### src/rtl/cam_tx_pkg.sv
package cam_tx_pkg;

  typedef enum logic [4:0] {
    S_IDLE, S_CLKOFF, S_SHDN, S_RST, S_CLR, S_UNCLR, S_CLKON, S_UNSHDN,
    S_UNRST, S_RWAIT, S_PREP, S_TIF, S_PWAIT1, S_PWRON, S_PWAIT2, S_LOCK,
    S_EN, S_LWAIT1, S_ECLR, S_LWAIT2, S_ECHK, S_RUN, S_FAILED
  } state_e;

  localparam int NUM_RANGES = 39;

  localparam logic [10:0] RANGE_MAX [NUM_RANGES] = '{
    11'd90,   11'd100,  11'd110,  11'd130,  11'd140,  11'd150,  11'd170,  11'd180,
    11'd200,  11'd220,  11'd240,  11'd250,  11'd270,  11'd300,  11'd330,  11'd360,
    11'd400,  11'd450,  11'd500,  11'd550,  11'd600,  11'd650,  11'd700,  11'd750,
    11'd800,  11'd850,  11'd900,  11'd950,  11'd1000, 11'd1050, 11'd1100, 11'd1150,
    11'd1200, 11'd1250, 11'd1300, 11'd1350, 11'd1400, 11'd1450, 11'd1500
  };

  localparam logic [5:0] RANGE_CODE [NUM_RANGES] = '{
    6'h00, 6'h10, 6'h20, 6'h01, 6'h11, 6'h21, 6'h02, 6'h12,
    6'h22, 6'h03, 6'h13, 6'h23, 6'h04, 6'h14, 6'h05, 6'h15,
    6'h25, 6'h06, 6'h16, 6'h07, 6'h17, 6'h08, 6'h18, 6'h09,
    6'h19, 6'h29, 6'h39, 6'h0a, 6'h1a, 6'h2a, 6'h3a, 6'h0b,
    6'h1b, 6'h2b, 6'h3b, 6'h0c, 6'h1c, 6'h2c, 6'h3c
  };

  // first entry whose limit covers the rate; fall back to the last one
  function automatic logic [5:0] range_code(input logic [10:0] rate);
    logic [5:0] code;
    logic       hit;
    code = RANGE_CODE[NUM_RANGES-1];
    hit  = 1'b0;
    for (int i = 0; i < NUM_RANGES; i++) begin
      if (!hit && rate <= RANGE_MAX[i]) begin
        code = RANGE_CODE[i];
        hit  = 1'b1;
      end
    end
    return code;
  endfunction

endpackage

### src/rtl/cam_tx_rate_sel.sv
module cam_tx_rate_sel #(
  parameter int DIM_W   = 16,
  parameter int HI_W    = 3840,
  parameter int HI_H    = 2160,
  parameter int RATE_HI = 1250,
  parameter int RATE_LO = 750
) (
  input  logic [DIM_W-1:0] width_i,
  input  logic [DIM_W-1:0] height_i,
  output logic [5:0]       code_o
);
  logic [10:0] rate;

  always_comb begin
    rate   = (width_i == DIM_W'(HI_W) && height_i == DIM_W'(HI_H)) ?
             11'(RATE_HI) : 11'(RATE_LO);
    code_o = cam_tx_pkg::range_code(rate);
  end
endmodule

### src/rtl/cam_tx_timer.sv
module cam_tx_timer #(
  parameter int TW = 8
) (
  input  logic          clk_i,
  input  logic          rst_ni,
  input  logic          load_i,
  input  logic [TW-1:0] val_i,
  output logic          zero_o
);
  logic [TW-1:0] cnt_q;

  always_ff @(posedge clk_i or negedge rst_ni) begin
    if (!rst_ni)            cnt_q <= '0;
    else if (load_i)        cnt_q <= val_i;
    else if (cnt_q != '0)   cnt_q <= cnt_q - 1'b1;
  end

  assign zero_o = (cnt_q == '0);
endmodule

### src/rtl/cam_tx_bringup.sv
module cam_tx_bringup #(
  parameter int          DIM_W        = 16,
  parameter int          LANES        = 4,
  parameter int          CLK_KHZ      = 100000,
  parameter int          PWR_WAIT_US  = 1500,
  parameter int          LINK_WAIT_MS = 40,
  parameter int          MAX_TRIES    = 3,
  parameter int          ERR_W        = 32,
  parameter logic [7:0]  RANGE_TCODE  = 8'h44,
  parameter logic [7:0]  PIX_DT       = 8'h1E
) (
  input  logic             clk_i,
  input  logic             rst_ni,
  input  logic [DIM_W-1:0] width_i,
  input  logic [DIM_W-1:0] height_i,
  input  logic             start_i,
  input  logic             stop_i,
  input  logic             tif_ack_i,
  input  logic             pll_lock_i,
  input  logic [ERR_W-1:0] err_status_i,
  output logic             tif_req_o,
  output logic [7:0]       tif_code_o,
  output logic [7:0]       tif_data_o,
  output logic             phy_clk_en_o,
  output logic             phy_shutdown_n_o,
  output logic             phy_rst_n_o,
  output logic             phy_test_clr_o,
  output logic             phy_pwr_o,
  output logic             dphy_en_o,
  output logic             link_en_o,
  output logic             bypass_o,
  output logic             err_clr_o,
  output logic             cfg_done_o,
  output logic [LANES:0]   lane_mask_o,
  output logic [DIM_W:0]   word_cnt_o,
  output logic [7:0]       data_type_o,
  output logic             busy_o,
  output logic             done_o,
  output logic             fail_o
);
  import cam_tx_pkg::*;

  localparam int T_PWR  = CLK_KHZ * PWR_WAIT_US / 1000;
  localparam int T_LINK = CLK_KHZ * LINK_WAIT_MS;
  localparam int T_MAX  = (T_PWR > T_LINK) ? T_PWR : T_LINK;
  localparam int TW     = $clog2(T_MAX + 1);
  localparam int TRY_W  = $clog2(MAX_TRIES + 1);
  localparam logic [LANES:0] LANE_MASK = {(LANES+1){1'b1}};

  state_e             state_q;
  logic [DIM_W-1:0]   wid_q, hgt_q;
  logic [TRY_W-1:0]   att_q;
  logic [5:0]         code;
  logic               tmr_load, tmr_zero;
  logic [TW-1:0]      tmr_val;

  cam_tx_rate_sel #(.DIM_W(DIM_W)) u_rate (
    .width_i(wid_q), .height_i(hgt_q), .code_o(code)
  );

  always_comb begin
    tmr_load = (state_q == S_UNRST) || (state_q == S_PWRON) ||
               (state_q == S_TIF && tif_ack_i) ||
               (state_q == S_EN) || (state_q == S_ECLR);
    tmr_val  = (state_q == S_EN || state_q == S_ECLR) ? TW'(T_LINK) : TW'(T_PWR);
  end

  cam_tx_timer #(.TW(TW)) u_tmr (
    .clk_i(clk_i), .rst_ni(rst_ni), .load_i(tmr_load), .val_i(tmr_val),
    .zero_o(tmr_zero)
  );

  assign busy_o     = !(state_q inside {S_IDLE, S_RUN, S_FAILED});
  assign tif_code_o = RANGE_TCODE;

  always_ff @(posedge clk_i or negedge rst_ni) begin
    if (!rst_ni) begin
      state_q          <= S_IDLE;
      wid_q            <= '0;
      hgt_q            <= '0;
      att_q            <= '0;
      tif_req_o        <= 1'b0;
      tif_data_o       <= '0;
      phy_clk_en_o     <= 1'b0;
      phy_shutdown_n_o <= 1'b0;
      phy_rst_n_o      <= 1'b0;
      phy_test_clr_o   <= 1'b0;
      phy_pwr_o        <= 1'b0;
      dphy_en_o        <= 1'b0;
      link_en_o        <= 1'b0;
      bypass_o         <= 1'b0;
      err_clr_o        <= 1'b0;
      cfg_done_o       <= 1'b0;
      lane_mask_o      <= '0;
      word_cnt_o       <= '0;
      data_type_o      <= '0;
      done_o           <= 1'b0;
      fail_o           <= 1'b0;
    end else begin
      cfg_done_o <= 1'b0;
      err_clr_o  <= 1'b0;
      if (stop_i) begin
        dphy_en_o  <= 1'b0;
        link_en_o  <= 1'b0;
        cfg_done_o <= 1'b1;
        tif_req_o  <= 1'b0;
        done_o     <= 1'b0;
        state_q    <= S_IDLE;
      end else begin
        unique case (state_q)
          S_IDLE, S_RUN, S_FAILED: if (start_i) begin
            wid_q   <= width_i;
            hgt_q   <= height_i;
            att_q   <= '0;
            done_o  <= 1'b0;
            fail_o  <= 1'b0;
            state_q <= S_CLKOFF;
          end
          S_CLKOFF: begin phy_clk_en_o     <= 1'b0; state_q <= S_SHDN;   end
          S_SHDN:   begin phy_shutdown_n_o <= 1'b0; state_q <= S_RST;    end
          S_RST:    begin phy_rst_n_o      <= 1'b0; state_q <= S_CLR;    end
          S_CLR:    begin phy_test_clr_o   <= 1'b1; state_q <= S_UNCLR;  end
          S_UNCLR:  begin phy_test_clr_o   <= 1'b0; state_q <= S_CLKON;  end
          S_CLKON:  begin phy_clk_en_o     <= 1'b1; state_q <= S_UNSHDN; end
          S_UNSHDN: begin phy_shutdown_n_o <= 1'b1; state_q <= S_UNRST;  end
          S_UNRST:  begin phy_rst_n_o      <= 1'b1; state_q <= S_RWAIT;  end
          S_RWAIT:  if (tmr_zero) state_q <= S_PREP;
          S_PREP: begin
            phy_pwr_o   <= 1'b0;
            dphy_en_o   <= 1'b0;
            link_en_o   <= 1'b0;
            bypass_o    <= 1'b1;
            cfg_done_o  <= 1'b1;
            lane_mask_o <= LANE_MASK;
            word_cnt_o  <= {wid_q, 1'b0};
            data_type_o <= PIX_DT;
            tif_data_o  <= {1'b0, code, 1'b0};
            tif_req_o   <= 1'b1;
            state_q     <= S_TIF;
          end
          S_TIF: if (tif_ack_i) begin
            tif_req_o <= 1'b0;
            state_q   <= S_PWAIT1;
          end
          S_PWAIT1: if (tmr_zero) state_q <= S_PWRON;
          S_PWRON:  begin phy_pwr_o <= 1'b1; state_q <= S_PWAIT2; end
          S_PWAIT2: if (tmr_zero) state_q <= S_LOCK;
          S_LOCK, S_ECHK: begin
            if ((state_q == S_LOCK && pll_lock_i) ||
                (state_q == S_ECHK && err_status_i == '0)) begin
              if (state_q == S_ECHK) done_o <= 1'b1;
              state_q <= (state_q == S_LOCK) ? S_EN : S_RUN;
            end else if (att_q == TRY_W'(MAX_TRIES - 1)) begin
              fail_o  <= 1'b1;
              state_q <= S_FAILED;
            end else begin
              att_q   <= att_q + 1'b1;
              state_q <= S_PREP;
            end
          end
          S_EN: begin
            dphy_en_o  <= 1'b1;
            link_en_o  <= 1'b1;
            cfg_done_o <= 1'b1;
            state_q    <= S_LWAIT1;
          end
          S_LWAIT1: if (tmr_zero) state_q <= S_ECLR;
          S_ECLR: begin
            err_clr_o  <= 1'b1;
            bypass_o   <= 1'b0;
            cfg_done_o <= 1'b1;
            state_q    <= S_LWAIT2;
          end
          S_LWAIT2: if (tmr_zero) state_q <= S_ECHK;
          default:  state_q <= S_IDLE;
        endcase
      end
    end
  end
endmodule

### config.mk
export PLATFORM = sky130hd
export DESIGN_NAME = cam_tx_bringup
export DESIGN_NICKNAME = d
export VERILOG_FILES = /design/src/rtl/cam_tx_pkg.sv /design/src/rtl/cam_tx_rate_sel.sv /design/src/rtl/cam_tx_timer.sv /design/src/rtl/cam_tx_bringup.sv
export SDC_FILE = /design/constraint.sdc
export NUM_CORES = 1
export LEC_CHECK = 0
export CAP_MARGIN = 20
export CORE_AREA = 4 4 96 107
export DETAILED_ROUTE_END_ITERATION = 10
export DIE_AREA = 0 0 100 111
export PLACE_DENSITY = 0.83
export SETUP_SLACK_MARGIN = 0.4
export SLEW_MARGIN = 20
export SYNTH_ARGS = -nofsm -noshare
export SYNTH_HDL_FRONTEND = slang
export SYNTH_SLANG_ARGS = --single-unit
### constraint.sdc
create_clock -name clk_i -period 3.3 [get_ports clk_i]
set_clock_uncertainty 0.05 [all_clocks]
set_input_delay 0.66 -clock clk_i [delete_from_list [all_inputs] [get_ports clk_i]]
set_output_delay 0.66 -clock clk_i [all_outputs]
set_load 0.05 [all_outputs]
# Word-level counts from Yosys, hierarchy flattened

Cells that the tools add are included.

Memory bits (writable): 0
Bits in read-only memories: 0
Word-level logic and storage cells: 340
Input bits: 70
Bits in latches: 0
Register bits: 97
Memories kept: 0
Output and inout bits: 60

Shift operators: 0
Div/mod/pow operators: 0
$mul: 0
Bitwise logic cells: 1
Order comparisons: 39
Eq/ne operators: 38
Mux-type cells: 120
Add/sub/neg operators: 2
Reduce and logical (&&, ||, !) cells: 119

Operator list:

| operator                                                                | number |
|---|---|
| 6-bit two-way mux                                                       | 39 |
| 11-bit by 10-bit <= comparator with 1-bit output, second input constant | 10 |
| 11-bit <= comparator, second input constant                             | 10 |
| 5-bit case mux with 20 select lines                                     | 1 |
| 11-bit by 8-bit <= comparator with 1-bit output, second input constant  | 9 |
| 11-bit by 9-bit <= comparator with 1-bit output, second input constant  | 7 |
| 22-bit two-way mux                                                      | 3 |
| 1-bit two-way mux                                                       | 51 |
| 5-bit two-way mux                                                       | 10 |
| 1-bit logical AND                                                       | 42 |
| 5-bit by 4-bit equality test with 1-bit output, second input constant   | 8 |
| 1-bit logical NOT                                                       | 39 |
| 5-bit equality test, second input constant                              | 7 |
| 11-bit by 7-bit <= comparator with 1-bit output, second input constant  | 3 |
| 16-bit by 12-bit equality test with 1-bit output, second input constant | 2 |
| 32-bit logical NOT                                                      | 1 |
| 3-bit inequality test, second input constant                            | 9 |
| 22-bit logical NOT                                                      | 1 |
| 22-bit nonzero test                                                     | 1 |
| 22-bit by 1-bit subtractor with 22-bit output, second input constant    | 1 |
| 5-bit by 3-bit equality test with 1-bit output, second input constant   | 4 |
| 1-bit case mux with 2 select lines                                      | 10 |
| 2-bit AND reduction                                                     | 8 |
| 2-bit nonzero test                                                      | 8 |
| other kinds (19)                                                        | 35 |

# Logic depth before layout (Yosys ltp)

Gate-level depths: netlist of run 1.

Depth in word-level cells: 119
Mapped depth: 8
Gate-level depth less buffers: 7

# Hierarchy

A second synthesis of run 1 with hierarchy kept.

Cells, all modules: 463
Area total of the unflattened synthesis: 5,134.9 sq um

By module, submodules not included:

| module          | area each (sq um) | sequential area each (sq um) | instances | cells an instance |
|---|---|---|---|---|
| cam_tx_bringup  | 3,712.3           | 1,851.8                      | 1         | 304 |
| cam_tx_timer    | 1,268.7           | 550.5                        | 1         | 140 |
| cam_tx_rate_sel | 153.9             | 0.0                          | 1         | 19 |

# Least setup slack after synthesis of run 1

Ideal clock, no wire load.

Path type: register to register
Start point: reg state_q[0]
End point: reg hgt_q[0]
Data arrival time: 2.993 ns
Data required time: 3.125 ns
Slack: 0.132 ns
Stages on the path, launching flop included: 8
Library setup time: 0.125 ns
Period minus slack after synthesis: 3.168 ns
Buffers on the path: 2
Cell sequence: dfrtp_1 clkbuf_1 and4b_1 o31ai_1 nor2_1 nand2_4 buf_12 mux2_4

Longest elaborated chain between the ends: 3
Elaborated cells between the ends (all ways): 5
Classes of those cells: 2 x eq/ne; 3 x reduce/logical

Ends and longest elaborated chain:

| item                                                     | RTL line              | RTL |
|---|---|---|
| start: declaration                                       | cam_tx_bringup.sv:50  | `state_e state_q;` |
| start signal: assignment                                 | cam_tx_bringup.sv:152 | `state_q <= (state_q == S_LOCK) ? S_EN : S_RUN;` |
| 5-bit equality test or 5-bit logical NOT (tied branches) | cam_tx_bringup.sv:110 | `unique case (state_q)` |
| 3-bit OR reduction *                                     | cam_tx_bringup.sv:110 |  |
| 3-bit AND reduction (no line) *                          | n/a                   |  |
| end signal: assignment                                   | cam_tx_bringup.sv:113 | `hgt_q <= height_i;` |
| end: declaration                                         | cam_tx_bringup.sv:51  | `logic [DIM_W-1:0] wid_q, hgt_q;` |

Every way passes the cells marked *; elsewhere a longest branch is shown, timed or not.
A chain may end at the register's enable or synchronous reset.

==> flow_summary.yaml, run 1 <==
die:
  fp.dieArea_mm2: 0.0111
  die_width_um: 100
  initial_core_util_pct: 51.1
  die_h_um: 111
  fp-row-count: 37
  io_pins: 130
  fp.coreArea_mm2: 0.00921
route:
  wl_um: 11100
  drtIter0Drc: 226
  drc_errors: 0
  wl_per_cell_um: 17.4
  dr.pass1.iters: 4
  vias: 3547
  avgViaCountPerCell: 5.53
  final_antenna_net_count: 0
clock_tree:
  htree_levels: 3
  clock_tree.root_cell: "clkbuf_8"
  clk_latency_ns: 0.35
  holdBufCountCts: 0
  numCtsBuffers: 9
  clockBufferDepth: 2
  cts.clk_slew.worst_paths_ns: 0.09
  clkSinkCount: 91
  tritoncts: "built"
  cts_setup_buffers: 0
setup_path:
  start_kind: "input pin"
  path_buf_inv: 2
  crit_arrival_ns: 2.86
  cp_top_family: "simple AND/OR/NAND/NOR gates"
  crit_path_top_delay_cell: "clkdlybuf4s50_1"
  criticalPathCategory: "in -> reg"
  max_stage_delay_ns: 0.39
  crit_required_ns: 3.49
  cp-end-kind: "register"
  path_max_fanout: 18
  crit_chain: "clkdlybuf4s50_1 -> or3_1 -> or3_4 -> nor4_4 -> nor3_2 -> nand2_4 -> buf_12 -> mux2_4"
sta:
  layout_setup_ws_ns: 0.634
  finalCriticalPeriod_ns: 2.67
  whs_ns: 0.252
  fmax_mhz: 375
  rsz0062_at_grt: "false"
  slew_violations: 0
  finalHoldViolations: 0
  tightestPinTransition_ns: 0.930
  setup_violations: 0
  period_share_pct: 80.8
  tns_ns: 0
  slew_headroom_pct: 37.5
power_and_ir_drop:
  ir_drop_mv: 0.406
  power_density_mw_per_mm2: 597
  leakagePower_nw: 2.59
placement:
  place_area_mm2: 0.00578
  place_congestion: 0.924
  portBuffers: 112
  placed_cells: 626
  dp_hpwl_um: 8220
  post-place-ws_ns: 0.248
hold_path:
  hold_path.class: "in -> async"
grt:
  grt_pass1_wl_um: 18500
  overflow: 0
  antenna_found_initial: 0
  grt.total_usage_pct: 20.6
  grt_max_degree: 47
  grt_pass1_vias: 3707
status:
  outcome: "completed"
synth:
  synth.cell_area_mm2: 0.00471
  synth.largest_area_cell: "dfrtp_1"
  synth_top_cell_area_share_pct: 48.4
  synth_seq_cells: 91
  synthTopCellsByArea: "dfrtp_1 (48%), mux2_4 (9.6%), buf_4 (4.8%), mux2_2 (4.5%), xnor2_1 (3.0%)"
  ys_types: 57
  synth-edff-count: 0
  yosysWarnings: 0
  syn_inst: 419
  synth-main-ff-cell: "dfrtp_1"
  avgSynthCellArea_um2: 11.2
  async_reset_ff_share_pct: 100
  yosysSeqAreaShare_pct: 48.4
cells_and_area:
  finalNonFillerCells: 641
  drive_gt1_share_pct: 17.2
  synthToLayoutAreaGrowth_pct: 27.0
  diodes: 0
  design_area_mm2: 0.00598
  nets: 593
flow_run:
  drv_cap: 0
[logic make-up after synthesis]
kind of cell	after synthesis	synth area share [%]
other cells	2	0.160
mux	50	14.3
xor+xnor	19	3.54
flops	91	48.4
compound gates	59	7.90
simple gates	139	16.9
fa+ha+maj	3	0.798
buf+inv	56	7.97
[repair_timing]
| item | CTS | global route |
|---|---|---|
| setup endpoints to repair | 1 | 1 |
| pin swaps | 0 | 0 |
| resized for setup | 1 | 2 |
[cells in the final DEF, fill, tap and decap left out, drive strengths merged, types with 2 or more instances in the layout]
cell type,n
a211oi,2
a21oi,16
a221o,2
a31oi,3
a32o,3
and2,2
and3,3
and4b,2
buf,12
clkbuf,12
clkdlybuf4s50,110
clkinv,2
conb,17
dfrtp,91
ha,3
inv,9
mux2,49
nand2,29
nand2b,8
nand3,3
nand4,5
nor2,26
nor2b,5
nor3,14
nor3b,2
nor4,23
nor4b,4
o21ai,21
o31ai,4
or2,2
or3,6
xnor2,16
xor2,3
[registers in the layout, summed over array words and instances (netlist names), 2 cells and up]
| register | count |
|---|---|
| hgt_q | 16 |
| u_tmr.cnt_q | 22 |
| word_cnt_o | 16 |
| att_q | 2 |
| state_q | 5 |
| wid_q | 16 |
[Yosys cell counts (6+ instances only)]
library cell / number
nand2_1: 28
buf_4: 30
nor3_1: 13
nand2b_1: 6
mux2_4: 30
mux2_2: 19
inv_1: 8
nor2_1: 26
dfrtp_1: 91
clkbuf_1: 12
o21ai_0: 21
a21oi_1: 15
xnor2_1: 16
nor4_1: 21
[through the flow]
stage | utilization (%) | power, W
after floorplan | - | 0.00246
after CTS | 64.9 | 0.00357
final | 64.9 | 0.00357
after global placement | 62.8 | 0.00274
after global routing | 64.9 | 0.00376
after detailed placement | 62.8 | 0.00280
[path summary, 6_finish.rpt]
kind	slack [ns]	from	end	cells past startpoint
worst max-delay path	0.63	err_status_i[27]	hgt_q[0]	8
worst min-delay path	0.25	rst_ni	err_clr_o	1
worst max register to register	0.72	u_tmr.cnt_q[0]	state_q[2]	7
worst min register to register	0.46	word_cnt_o[4]	word_cnt_o[4]	1
max in group asynchronous	2.16	rst_ni	hgt_q[10]	2
min in group clk_i	0.46	word_cnt_o[4]	word_cnt_o[4]	1
[routing by layer]
layer	wire length [um]	global-route usage (%)	vias up
met1	4520	26.1	1738
met3	833	6.80	28
met5	0	0	-
met2	5580	33.6	137
li1	-	-	1644
met4	214	5.57	0
[report_power, final]
group | switching [W] | total (W) | leakage [nW] | internal, W
Sequential | 0.000293 | 0.00171 | 1.12 | 0.00142
Clock | 0.000383 | 0.000771 | 0.106 | 0.000388
Combinational | 0.000508 | 0.00109 | 1.36 | 0.000578
[cell type report]
class | count | area [um2]
clock buffer | 11 | 151
clock inverter | 4 | 48.8
fill | 689 | 3230
inverter | 8 | 30.0
multi-input combinational | 287 | 2120
sequential | 91 | 2280
tap | 117 | 146
timing repair buffer | 123 | 1210
[worst register-to-register path, stage by stage, from the launching register on]
cell and delay, ns:
dfrtp_1 0.41, inv_1 0.14, ha_1 0.20, or4b_1 0.47, or4_4 0.61, a21oi_2 0.24, nor2_1 0.13, a32o_1 0.22
Power figures use the tool's default switching activity.
==> inputs of run 2 (changes only) <==
--- a/config.mk
+++ b/config.mk
@@ -6,10 +6,10 @@
 export NUM_CORES = 1
 export LEC_CHECK = 0
 export CAP_MARGIN = 20
-export CORE_AREA = 4 4 96 107
+export CORE_AREA = 4 4 104 116
 export DETAILED_ROUTE_END_ITERATION = 10
-export DIE_AREA = 0 0 100 111
-export PLACE_DENSITY = 0.83
+export DIE_AREA = 0 0 108 120
+export PLACE_DENSITY = 0.75
 export SETUP_SLACK_MARGIN = 0.4
 export SLEW_MARGIN = 20
 export SYNTH_ARGS = -nofsm -noshare
==> constraint.sdc (replaced) <==
create_clock -name clk_i -period 2.4 [get_ports clk_i]
set_clock_uncertainty 0.05 [all_clocks]
set_input_delay 0.48 -clock clk_i [delete_from_list [all_inputs] [get_ports clk_i]]
set_output_delay 0.48 -clock clk_i [all_outputs]
set_load 0.05 [all_outputs]
==> run 2 against run 1 <==
Net effect: routed wire length up 14%; design area up 17%; sequential power up 39%; global-route usage down 1.5 points; combinational power up 73%; clock power up 87%; largest power group unchanged.
==> flow_summary.yaml, run 2 (synthesis gave the netlist of run 1 again) <==
setup_path:
  crit_arrival_ns: 2.46
  start_kind: "register"
  path_max_fanout: 8
  max_stage_delay_ns: 0.43
  cp-end-kind: "register"
  crit_chain: "nand2b_4 -> or3_4 -> nor4_4 -> nor3_4 -> nand2_4 -> buf_12 -> buf_16 -> mux2_4"
  crit_required_ns: 2.57
  crit_path_top_delay_cell: "dfrtp_2"
  criticalPathCategory: "reg -> reg"
clock_tree:
  htree_levels: 3
  cts.clk_slew.worst_paths_ns: 0.07
  clockBufferDepth: 2
  tritoncts: "built"
  clkSinkCount: 91
  holdBufCountCts: 0
  numCtsBuffers: 9
  clock_tree.root_cell: "clkbuf_16"
  clk_latency_ns: 0.33
sta:
  whs_ns: 0.0666
  rsz0062_at_grt: "true"
  setup_violations: 0
  finalCriticalPeriod_ns: 2.29
  layout_setup_ws_ns: 0.115
  period_share_pct: 95.2
  finalHoldViolations: 0
  slew_headroom_pct: 60.0
  fmax_mhz: 438
  slew_violations: 0
  tightestPinTransition_ns: 0.596
route:
  avgViaCountPerCell: 5.25
  wl_um: 12700
  vias: 3782
  final_antenna_net_count: 0
  dr.pass1.iters: 4
  drc_errors: 0
  wl_per_cell_um: 17.6
  drtIter0Drc: 234
power_and_ir_drop:
  power_density_mw_per_mm2: 819
  ir_drop_mv: 0.494
  leakagePower_nw: 3.38
placement:
  place_congestion: 0.917
  dp_hpwl_um: 8510
  post-place-ws_ns: -0.293
  portBuffers: 112
  place_area_mm2: 0.00605
grt:
  antenna_found_initial: 0
  grt_use_met2_pct: 31.1
  grt.total_usage_pct: 19.1
  grt_use_met1_pct: 25.0
  overflow: 0
  grt_pass1_vias: 3949
  use_met3_pct: 4.09
  grt_max_degree: 41
  grt_pass1_wl_um: 19900
  busiest_layer: "met2"
cells_and_area:
  mostFrequentLayoutCells: "dfrtp_1 (88), clkdlybuf4s50_1 (43), buf_4 (39), dlygate4sd2_1 (35), mux2_4 (32)"
  design_area_mm2: 0.00697
  nets: 642
  layout_commonest_cell: "dfrtp_1"
  regMostFlops: "u_tmr.cnt_q"
  diodes: 0
  drive_gt1_share_pct: 31.7
  largest_reg_flops: 22
  fill_cells: 798
  synthToLayoutAreaGrowth_pct: 48.0
status:
  outcome: "completed"
die:
  initial_core_util_pct: 43.3
  die_width_um: 108
  die_h_um: 120
  fp-row-count: 40
  io_pins: 130
  fp.coreArea_mm2: 0.0109
  fp.dieArea_mm2: 0.0130
hold_path:
  hold_path.class: "in -> async"
flow_run:
  drv_cap: 0
## run 2: area by class of cell
type	instances	area, um2	share of cell area [%]
well taps	147	184	2.64
multi-input cells	287	2420	34.7
repair buffers	172	1750	25.2
clock buffers	10	229	3.29
clock inverters	6	72.6	1.04
inverters	8	30.0	0.431
flip-flops and latches	91	2280	32.7
## run 2: what timing repair did
item	CTS	global route
resized for setup	84	61
pin swaps	24	29
setup endpoints to repair	103	87
buffers inserted	17	11
gates cloned	3	0
## run 2: path summary, 6_finish.rpt
path	from	to	slack, ns	cells past startpoint
worst max-delay path	state_q[1]	hgt_q[8]	0.11	8
worst min-delay path	rst_ni	u_tmr.cnt_q[17]	0.07	1
worst max register to register	state_q[1]	hgt_q[8]	0.11	8
worst min register to register	word_cnt_o[1]	word_cnt_o[1]	0.46	1
max in group asynchronous	rst_ni	hgt_q[13]	1.56	2
min in group clk_i	word_cnt_o[1]	word_cnt_o[1]	0.46	1
## run 2: power breakdown
| group | switching [W] | internal, W | leakage [nW] | total (W) |
|---|---|---|---|---|
| combinational | 0.000859 | 0.00103 | 2.11 | 0.00189 |
| clock | 0.000617 | 0.000823 | 0.149 | 0.00144 |
| sequential | 0.000421 | 0.00196 | 1.12 | 0.00238 |
| total | 0.00190 | 0.00381 | 3.38 | 0.00570 |
## run 2: per-layer routing
metal	vias up	routed length, um
li1	1753	-
met1	1873	5140
met2	137	6540
met3	19	825
met4	0	221
met5	-	0
## run 2: metrics by stage
step                      power (W)  setup TNS [ns]  utilization (%)  std cells
after floorplan             0.00343               0                -        434
after global placement      0.00389           -8.70             55.7        674
after detailed placement    0.00396           -9.22             55.7        674
after CTS                   0.00556               0             61.3        710
after global routing        0.00598               0             64.1        721
final                       0.00570               0             64.1        721
## run 2: worst max-delay path, delay by kind of cell (launching register included)
kind	cells	cell delay, ns
multiplexers	1	0.30
buffers and inverters	2	0.25
flip-flops	1	0.43
AND/OR/NAND/NOR	5	1.13
==> inputs of run 3 (changes only) <==
--- a/config.mk
+++ b/config.mk
@@ -9,6 +9,7 @@
 export CORE_AREA = 4 4 104 116
 export DETAILED_ROUTE_END_ITERATION = 10
 export DIE_AREA = 0 0 108 120
+export GPL_TIMING_DRIVEN = 0
 export PLACE_DENSITY = 0.75
 export SETUP_SLACK_MARGIN = 0.4
 export SLEW_MARGIN = 20
==> run 3 against run 2 <==
Net effect: the run now ends with setup timing left; sequential power about the same; count of clock-buffer cells in the layout down 1; clock power up 7%; first-iteration DRC count up 32%; flip-flop and latch count unchanged; design area up 6.6%; maximum frequency down 5.9%; non-clock buffer count up 37; critical path type unchanged; largest power group unchanged.
==> flow_summary.yaml, run 3 (synthesis gave the netlist of run 1 again) <==
sta:
  tns_ns: -0.120
  finalHoldViolations: 0
  whs_ns: 0.458
  period_share_pct: 101
  setup_violations: 6
  slew_headroom_pct: 60.5
  fmax_mhz: 412
  slew_violations: 0
  layout_setup_ws_ns: -0.0285
  rsz0062_at_grt: "true"
  tightestPinTransition_ns: 0.593
  finalCriticalPeriod_ns: 2.43
route:
  dr.pass1.iters: 6
  drc_errors: 0
  final_antenna_net_count: 0
  wl_per_cell_um: 18.5
  wl_um: 14000
  avgViaCountPerCell: 5.27
  vias: 3987
  drtIter0Drc: 308
placement:
  place_area_mm2: 0.00617
  portBuffers: 112
  dp_hpwl_um: 8400
  place_congestion: 0.873
  placed_cells: 694
power_and_ir_drop:
  ir_drop_mv: 0.535
  leakagePower_nw: 3.60
  intPower_w: 0.00393
  netSwitchingPower_w: 0.00198
  seqPwrFrac_pct: 40.6
  power_density_mw_per_mm2: 796
  power_frac_comb_pct: 33.4
  p_clk_share_pct: 26.0
  swShare_pct: 33.4
cells_and_area:
  multi_input_area_mm2: 0.00256
  finalNonFillerCells: 757
  design_area_mm2: 0.00743
  nets: 679
  seq_area_mm2: 0.00228
  drive_gt1_share_pct: 40.7
  largest_reg_flops: 22
  synthToLayoutAreaGrowth_pct: 57.8
  regMostFlops: "u_tmr.cnt_q"
  diodes: 0
  mostFrequentLayoutCells: "dfrtp_1 (86), buf_4 (60), clkdlybuf4s50_1 (46), mux2_4 (32), dlygate4sd2_1 (30)"
  fill_cells: 756
  layout_commonest_cell: "dfrtp_1"
flow_run:
  drv_cap: 0
die:
  io_pins: 130
  fp-row-count: 40
  fp.dieArea_mm2: 0.0130
  die_h_um: 120
  fp.coreArea_mm2: 0.0109
  initial_core_util_pct: 43.3
  die_width_um: 108
clock_tree:
  clkSinkCount: 91
  clk_latency_ns: 0.34
  clockBufferDepth: 2
  htree_levels: 3
  cts.clk_slew.worst_paths_ns: 0.07
  numCtsBuffers: 9
  tritoncts: "built"
  clock_tree.root_cell: "clkbuf_16"
status:
  violations: "setup timing"
  outcome: "complete, but fails checks"
grt:
  grt_pass1_vias: 4184
  grt_use_met1_pct: 25.5
  grt_pass1_wl_um: 21400
  grt.total_usage_pct: 20.6
  grt_max_degree: 74
  overflow: 0
  grt_use_met2_pct: 35.0
  busiest_layer: "met2"
  use_met3_pct: 6.67
  antenna_found_initial: 0
hold_path:
  hold_path.class: "reg -> reg"
setup_path:
  start_kind: "register"
  crit_required_ns: 2.58
  cp-end-kind: "register"
  path_max_fanout: 4
  criticalPathCategory: "reg -> reg"
  crit_arrival_ns: 2.61
run 3: cell count changes in the layout (fill, tap and decap cells not counted), moves of 5 or more:
| cell | previous run | this run |
|---|---|---|
| clkdlybuf4s15_1 | 5 | 0 |
| clkdlybuf4s15_2 | 0 | 10 |
| dlygate4sd2_1 | 35 | 30 |
| clkbuf_2 | 0 | 6 |
| nor3_4 | 2 | 7 |
| buf_4 | 39 | 60 |
run 3: cell type report:
cell class / instances / share of cell area [%]
Timing Repair Buffer: 161 / 22.3
Clock buffer: 9 / 3.03
Sequential cell: 91 / 30.7
Multi-Input combinational cell: 287 / 34.4
Clock inverter: 6 / 1.28
Buffer: 48 / 5.34
Inverter: 8 / 0.404
Tap cell: 147 / 2.48
run 3: path summary, 6_finish.rpt:
| kind | from | endpoint | slack, ns | cells past startpoint |
|---|---|---|---|---|
| hold reg to reg | word_cnt_o[14] | word_cnt_o[14] | 0.46 | 1 |
| setup reg to reg | u_tmr.cnt_q[13] | state_q[2] | -0.03 | 7 |
| setup / recovery | u_tmr.cnt_q[13] | state_q[2] | -0.03 | 7 |
| min in group asynchronous | rst_ni | att_q[0] | 0.50 | 2 |
| max in group asynchronous | rst_ni | data_type_o[1] | 1.18 | 3 |
| hold / removal | word_cnt_o[14] | word_cnt_o[14] | 0.46 | 1 |
run 3: routing by layer:
layer / routed length (um) / share of wire, %
met3: 1150 / 8.2
met5: 0 / 0
met1: 5310 / 38
met4: 255 / 1.8
met2: 7310 / 52
run 3: worst max-delay path, stage by stage (launching register included):
cell and delay, ns:
dfrtp_1 0.41, or3_4 0.38, nand4b_1 0.28, buf_4 0.20
or4_4 0.50, a21oi_4 0.21, nor2_4 0.06, a32o_1 0.23
run 3: power by group through the flow:
stage,Sequential [W],Clock (W),Combinational (W)
final,0.00240,0.00154,0.00198
after global routing,0.00245,0.00162,0.00210
after CTS,0.00234,0.00155,0.00179
after detailed placement,0.00234,0,0.00158
after global placement,0.00232,0,0.00154
after floorplan,0.00236,0,0.00107
run 3: through the flow:
stage | total power (W) | setup slack [ns] | utilization (%)
after floorplan | 0.00343 | 0.110 | -
after global placement | 0.00386 | -2.51 | 56.6
after detailed placement | 0.00392 | -0.470 | 56.8
after CTS | 0.00568 | 0.140 | 64.4
after global routing | 0.00617 | -0.0813 | 68.4
final | 0.00591 | -0.0285 | 68.4
run 3: what timing repair did:
action                                 CTS  global route
endpoints found under the hold margin   18             0
setup endpoints to repair              125            96
setup buffers                           29            13
gates resized for setup                140            84
gates cloned                             3             2
hold buffers                             1             0
pin swaps                               32            33
